**src/rtl/stepper_pkg.sv**
```systemverilog
package stepper_pkg;

  localparam int PHASE_COUNT = 4;
  localparam int PHASE_W     = $clog2(PHASE_COUNT);

  typedef logic [PHASE_W-1:0] phase_t;
  typedef logic [3:0]         coil_t;

  // Position 0 is the reset pattern; anticlockwise walks upward.
  function automatic coil_t phase_to_coils(input phase_t p);
    coil_t c;
    case (p)
      2'd0:    c = 4'h9;
      2'd1:    c = 4'h5;
      2'd2:    c = 4'h6;
      default: c = 4'hA;
    endcase
    return c;
  endfunction

endpackage

```
**src/rtl/step_timer.sv**
```systemverilog
module step_timer #(
  parameter int CNT_W = 16
) (
  input  logic             clk,
  input  logic             rst_n,
  input  logic             enable,
  input  logic [CNT_W-1:0] period,
  output logic             tick
);

  logic [CNT_W-1:0] cnt_q, cnt_d;
  logic [CNT_W-1:0] last_cnt;

  // Zero period is handled as a period of one.
  assign last_cnt = (period == '0) ? '0 : period - 1'b1;
  // >= copes with a period lowered below the running count.
  assign tick     = enable && (cnt_q >= last_cnt);

  always_comb begin
    cnt_d = cnt_q;
    if (!enable)   cnt_d = '0;
    else if (tick) cnt_d = '0;
    else           cnt_d = cnt_q + 1'b1;
  end

  always_ff @(posedge clk or negedge rst_n) begin
    if (!rst_n) cnt_q <= '0;
    else        cnt_q <= cnt_d;
  end

  AST_CNT_CLEARED: assert property (@(posedge clk) disable iff (!rst_n)
    !enable |=> (cnt_q == '0));

endmodule

```
**src/rtl/phase_ring.sv**
```systemverilog
module phase_ring
  import stepper_pkg::*;
(
  input  logic  clk,
  input  logic  rst_n,
  input  logic  advance,
  input  logic  dir_cw,
  output coil_t coils,
  output logic  stb
);

  phase_t idx_q, idx_d;
  coil_t  coil_q, coil_d;
  logic   stb_q;

  always_comb begin
    idx_d = idx_q;
    if (advance) begin
      if (dir_cw) idx_d = idx_q - 1'b1;
      else        idx_d = idx_q + 1'b1;
    end
    coil_d = phase_to_coils(idx_d);
  end

  always_ff @(posedge clk or negedge rst_n) begin
    if (!rst_n) begin
      idx_q  <= '0;
      coil_q <= 4'h9;
      stb_q  <= 1'b0;
    end else begin
      stb_q <= advance;
      if (advance) begin
        idx_q  <= idx_d;
        coil_q <= coil_d;
      end
    end
  end

  assign coils = coil_q;
  assign stb   = stb_q;

  AST_IDX_MOVES: assert property (@(posedge clk) disable iff (!rst_n)
    advance |=> (idx_q != $past(idx_q)));

  AST_IDX_HOLD: assert property (@(posedge clk) disable iff (!rst_n)
    !advance |=> $stable(coil_q));

endmodule

```
**src/rtl/stepper_phase_seq.sv**
```systemverilog
module stepper_phase_seq
  import stepper_pkg::*;
#(
  parameter int PERIOD_W    = 16,
  parameter int SYNC_STAGES = 2
) (
  input  logic                clk,
  input  logic                rst_n,
  input  logic                enable,
  input  logic                dir_cw,
  input  logic [PERIOD_W-1:0] period,
  output logic [3:0]          coils,
  output logic                step_stb
);

  logic [SYNC_STAGES-1:0] rst_pipe;
  logic                   rst_core_n;
  logic                   step_now;
  coil_t                  coil_w;

  // Assert at once, release through a short flop chain.
  always_ff @(posedge clk or negedge rst_n) begin
    if (!rst_n) rst_pipe <= '0;
    else        rst_pipe <= {rst_pipe[SYNC_STAGES-2:0], 1'b1};
  end
  assign rst_core_n = rst_pipe[SYNC_STAGES-1];

  step_timer #(.CNT_W(PERIOD_W)) u_timer (
    .clk    (clk),
    .rst_n  (rst_core_n),
    .enable (enable),
    .period (period),
    .tick   (step_now)
  );

  phase_ring u_ring (
    .clk     (clk),
    .rst_n   (rst_core_n),
    .advance (step_now),
    .dir_cw  (dir_cw),
    .coils   (coil_w),
    .stb     (step_stb)
  );

  assign coils = coil_w;

  AST_TWO_ADJ: assert property (@(posedge clk) disable iff (!rst_n)
    (coils[3] ^ coils[2]) && (coils[1] ^ coils[0]));

  AST_STB_ON_CHANGE: assert property (@(posedge clk) disable iff (!rst_n)
    (coils != $past(coils)) |-> step_stb);

  AST_CW_WRAP: assert property (@(posedge clk) disable iff (!rst_n)
    (step_stb && $past(dir_cw) && $past(coils) == 4'h9) |-> (coils == 4'hA));

  AST_CCW_WRAP: assert property (@(posedge clk) disable iff (!rst_n)
    (step_stb && !$past(dir_cw) && $past(coils) == 4'hA) |-> (coils == 4'h9));

endmodule

```
**config.mk**
```make
export PLATFORM = sky130hd
export DESIGN_NAME = stepper_phase_seq
export DESIGN_NICKNAME = d
export VERILOG_FILES = /design/src/rtl/stepper_pkg.sv /design/src/rtl/step_timer.sv /design/src/rtl/phase_ring.sv /design/src/rtl/stepper_phase_seq.sv
export SDC_FILE = /design/constraint.sdc
export NUM_CORES = 1
export LEC_CHECK = 0
export CORE_ASPECT_RATIO = 0.75
export CORE_UTILIZATION = 30
export CTS_BUF_LIST = sky130_fd_sc_hd__clkbuf_2 sky130_fd_sc_hd__clkbuf_4 sky130_fd_sc_hd__clkbuf_8
export DETAILED_ROUTE_END_ITERATION = 10
export GPL_TIMING_DRIVEN = 0
export HOLD_SLACK_MARGIN = 0.12
export PLACE_DENSITY = 0.5
export SLEW_MARGIN = 20
export SYNTH_ARGS = -nofsm -noshare
export SYNTH_HDL_FRONTEND = slang
export SYNTH_SLANG_ARGS = --single-unit
```
**constraint.sdc**
```tcl
create_clock -name clk -period 0.82 [get_ports clk]
set_input_delay 0.123 -clock clk [delete_from_list [all_inputs] [get_ports clk]]
set_output_delay 0.123 -clock clk [all_outputs]
set_load 0.03 [all_outputs]
```
Word-level counts from Yosys, hierarchy flattened
Cells that the tools add are included.
Operators by class
  add/subtract/negate cells: 4
  order comparisons: 1
  equality and inequality tests: 2
  multiplexer cells: 6
  reduce and logical (&&, ||, !) cells: 3
Operators by type and width (count)
  16-bit 2-to-1 mux: 3
  16-bit by 1-bit adder with 16-bit output, second input constant: 1
  16-bit >= comparator: 1
  16-bit logical NOT: 1
  16-bit by 1-bit subtractor with 16-bit output, second input constant: 1
  4-bit case mux with 3 select lines: 1
  2-bit 2-to-1 mux: 2
  2-bit by 1-bit adder with 2-bit output, second input constant: 1
  2-bit by 1-bit == test with 1-bit output, second input constant: 1
  2-bit == test, second input constant: 1
  2-bit logical NOT: 1
  2-bit by 1-bit subtractor with 2-bit output, second input constant: 1
  1-bit logical AND: 1
Word-level totals
  flip-flop bits (word level): 25
  input port bits: 20
  output and inout port bits: 5
  word-level logic and storage cells: 21

Logic depth before layout (Yosys ltp)
  depth in word-level cells: 7
  gate-level depth with buffers: 16
  gate-level depth less buffers: 16

Modules after synthesis
A second synthesis with hierarchy kept.
Second synthesis, totals
  cell total of the unflattened synthesis: 207
  area, all modules: 1869.3 um^2
Modules (own cells, without submodules)
  step_timer: instances 1, cells an instance 175, area an instance 1461.4 um^2, seq. area each 400.4 um^2
  phase_ring: instances 1, cells an instance 29, area an instance 354.1 um^2, seq. area each 177.7 um^2
  stepper_phase_seq: instances 1, cells an instance 3, area an instance 53.8 um^2, seq. area each 50.0 um^2

Worst setup path before layout
Ideal clock, no wire load.
  path type: input-to-reg
  start point: in period[3]
  end point: reg u_ring.coil_q[2], in the netlist u_ring.coils[2]
  library setup time: 0.125 ns
  data arrival time: 3.333 ns
  data required time: 0.695 ns
  path slack: -2.638 ns
  stages: 13
  path buffers: 0
  path through: or4_1 nor3b_2 nand3_1 nor3_1 a21oi_1 ha_1 nand4_1 or3_4 o22ai_1 o311ai_2 xnor2_1 ha_1 mux2_4
On the way
  longest elaborated chain between the ends: 7
  elaborated cells on any way between the ends: 10
  classes of those cells: 1 x add/sub; 1 x order compare; 2 x eq/ne; 3 x mux; 3 x reduce/logical
Ends and longest elaborated chain
  start: declaration: RTL line stepper_phase_seq.sv:11  | input logic [PERIOD_W-1:0] period,
  16-bit by 1-bit subtractor with 16-bit output / 16-bit logical NOT (equally long branches): RTL line step_timer.sv:15  | assign last_cnt = (period == '0) ? '0 : period - 1'b1;
  16-bit 2-to-1 mux (*): RTL line step_timer.sv:15
  16-bit >= comparator (*): RTL line step_timer.sv:17  | assign tick = enable && (cnt_q >= last_cnt);
  1-bit logical AND (*): RTL line step_timer.sv:17
  2-bit 2-to-1 mux (*): RTL line phase_ring.sv:18  | if (advance) begin
  named net u_ring.idx_d[1]: RTL line phase_ring.sv:12  | phase_t idx_q, idx_d;
  2-bit == test, or another cell as far along: RTL line stepper_pkg.sv:12  | case (p)
  4-bit case mux with 3 select lines (*): RTL line stepper_pkg.sv:12
  named net u_ring.coil_d[2]: RTL line phase_ring.sv:13  | coil_t coil_q, coil_d;
  end signal: assignment: RTL line phase_ring.sv:34  | coil_q <= coil_d;
  end: declaration: RTL line phase_ring.sv:13
The timed path passes the listed nets; every way through them passes the cells marked *.
A chain may end at the register's enable or synchronous reset.

Worst setup path after layout
  start point: in period[10]
  end point: reg u_ring.coil_q[2], in the netlist u_ring.coils[2]
Same word-level chain as after synthesis.

==> impl_results.md <==
- Status: finished, violations left
- Failing checks: setup timing
- Mapped Avg Cell Area: ~10 µm²
- Worst path max stage delay: slightly below 0.5 ns
- Dpl cells: slightly above 300
- Clk buf depth: 2
- Largest net degree at the start of global routing: 24
- Post-Syn Instances: approximately 200
- Final Hold Viols: 0
- Crit-path cells: clkdlybuf4s50_1 > nor2_2 > nand2_1 > or3_1 > mux2i_1 > ha_1 > nand4_1 > or3_4 > a311oi_4 > o311ai_4 > xnor2_2 > ha_1 > mux2_4
- Final Non-Filler Cells: roughly 330
- Final setup viols: 28
- Placed Area: between 0.002 and 0.0025 mm²
- CP endpoint kind: register
- Crit share post-route: 4.20
- Async set-reset flop share out of synthesis: 1.00
- Reg2Reg Depth: 8
- Worst skew pair latency: approximately 0.27 ns
- Cell Rows: 25
- Most used cell, CP: ha_1
- Utilization after layout: 0.426
- Port Buffers: 24
- Synth cell types: 43
- Max cap viols: 0
- Final wirelength: about 4200 µm
- Clock-pin slew on the worst setup and hold paths: roughly 0.090 ns
- Root buf cell: clkbuf_8
- Die span in y: between 70 and 80 µm
- Critical path depth in cells: 13
- Fin area: roughly 0.0027 mm²
- Initial antenna violation count: 0
- Syn. warnings: 0
- Power Density: around 1100 mW/mm²
- Post-route ant nets: 0
- Share of cells above drive strength 1: 0.332
- Num Clock Sinks: 25
- Core area: around 0.0063 mm²
- Initial Utilization: 0.314
- Buf/Inv on CP: 1
- Clk_skew: between 0.002 and 0.003 ns
- Remaining Overflow, GRT: 0
- Die area: 0.00699 mm²
- Crit Path Category: in2reg
- Min Tclk post-route: approximately 3.4 ns
- VDD IR max: 0.465 mV
- Chip width: just under 100 µm
- Total track usage: 0.132
- Top-level I/O count: 25
- Top cell type's share of synthesized area: 0.288
- Pins Over Slew Limit: 0
- Worst-path cell with the longest stage delay: clkdlybuf4s50_1
- Data arrival, critical path: ~3.6 ns
- CP Launch Type: input pin
- Initial drt markers: 79
- Vias: about 1,600
- Worst slew margin: 0.611
- RSZ-0062 raised after global routing: true
- CP required: 0.98 ns
- Layout Nets: approximately 300
- Delay-heaviest family, CP: simple AND/OR/NAND/NOR gates
- Drt drc: 0
- Commonest cells after routing, fill and taps aside: 22 x nand2_1, 22 x dfrtp_1, 20 x xor2_1, 20 x ha_1, 18 x buf_4
- CTS buffer count: 3
- Worst Tran Pin Value: 0.580 ns
- First-pass GRT wire length: approximately 7000 µm
- F_max: about 0.29 GHz
- Hold Path Class: reg2async
- DP Wirelength: between 3000 and 4000 µm
- Drt wl/cell: between 10 and 15 µm
- Syn Std Cell Area: between 0.0015 and 0.002 mm²
- CTS H-tree depth: 1
- Ranking of synthesized cells by area: dfrtp_1 29%, ha_1 14%, xor2_1 9.6%, nor2_4 4.5%, nand2_1 4.1%
- Worst Setup Slack, final: -2.62 ns
- Antenna cell count: 0
- First-pass iteration count of the detailed router: 4
- Number of synthesized flops with an enable pin: 0
- CTS tree: done
- Via density: 4.69
- P_leak: 1.27 nW
- Seq cells post-synth: 25
- Worst Path Max Fanout: 3
- Area Growth Syn to Fin: 35.4%
- Most used DFF post-synth: dfrtp_1
- Register area share after synthesis: 0.315
- Via count of the first global-routing pass: around 1,500
- Mapped Nets: about 250
- RD Place Congestion: 0.789
- Synth area leader: dfrtp_1
[final cells by class]
| class | count | area [µm²] |
|---|---|---|
| Clock inverter | 1 | 5.00 |
| Multi-Input combinational cell | 166 | 1430 |
| Sequential cell | 25 | 629 |
| Timing Repair Buffer | 47 | 435 |
| Buffer | 3 | 31.3 |
| Fill cell | 644 | 3650 |
| Inverter | 8 | 30.0 |
| Clock buffer | 3 | 41.3 |
| Tap cell | 81 | 101 |
[cell usage after synthesis (2+ instances only)]
cell / n
and3_1: 5
nand2_1: 22
inv_1: 8
mux2i_1: 4
nor2_1: 18
xnor2_1: 9
clkbuf_1: 2
xor2_1: 22
dfstp_2: 2
mux2_4: 2
nand3_1: 10
o21a_1: 2
a21oi_1: 7
dfrtp_1: 23
nor4_1: 3
and4_1: 2
nand4_1: 4
nor2_2: 2
nor3_1: 2
ha_1: 23
nor2_4: 8
nor2b_1: 2
[metal layers]
metal,part of all wire,vias up,global-route usage
li1,-,801,-
met1,0.53,752,0.193
met2,0.44,10,0.205
met3,0.029,4,0.0281
met4,0.0040,0,0.0149
met5,0,-,0
[power by group]
group	total, mW	switching (mW)	internal, mW
logic	0.810	0.385	0.425
clock network	0.739	0.399	0.340
registers	1.41	0.102	1.31
[registers in the layout (all words and copies together) (netlist names)]
name,flops
u_ring.stb,1
u_ring.idx_q,2
rst_pipe,2
u_ring.coils,4
u_timer.cnt_q,16
[kinds of logic (layout without fill, tap and decap cells)]
family	after synthesis	after routing	share of synthesized area
AO/OA/AOI/OAI	18	18	0.0840
XOR/XNOR	31	31	0.136
adder cells (fa/ha/maj)	23	23	0.144
buffers and inverters	12	62	0.0345
flip-flops	25	25	0.315
multiplexers	6	6	0.0351
other	1	1	0.00188
AND/OR/NAND/NOR	87	87	0.250
[worst paths after layout]
check	startpoint	endpoint	slack, ns
max	period[10]	u_ring.coils[2]	-2.62
min	rst_pipe[1]	u_ring.coils[2]	0.25
max reg2reg	u_timer.cnt_q[13]	u_ring.coils[2]	-1.91
min reg2reg	rst_pipe[1]	u_ring.coils[2]	0.25
max in group asynchronous	rst_n	rst_pipe[1]	0.15
min in group clk	rst_pipe[0]	rst_pipe[1]	0.35
[stage by stage]
step           setup slack [ns]  TNS, ns  total power [mW]  hold slack (ns)
3_5_place_dp              -3.46   -75.19              2.10            0.298
6_report                  -2.62   -53.01              2.96            0.255
3_3_place_gp              -3.49   -76.35              2.10            0.297
4_1_cts                   -2.55   -50.93              2.96            0.278
5_1_grt                   -2.78   -56.60              3.16            0.321
2_1_floorplan             -2.59   -49.10              1.84           -0.173
[worst reg2reg max path: stages (launching register included)]
cell,delay (ns)
dfrtp_1,0.42
ha_1,0.31
nand4_1,0.12
or3_4,0.42
a311oi_4,0.41
o311ai_4,0.19
xnor2_2,0.18
ha_1,0.32
mux2_4,0.27
[what timing repair did]
action,CTS,global route
buffers inserted,14,8
pin swaps,19,19
cloned,0,1
hold buffers,1,0
hold endpoints to repair,2,0
resized for setup,80,21
endpoints found under the setup margin,51,28
No activity file was read; power rests on OpenSTA's default activity.
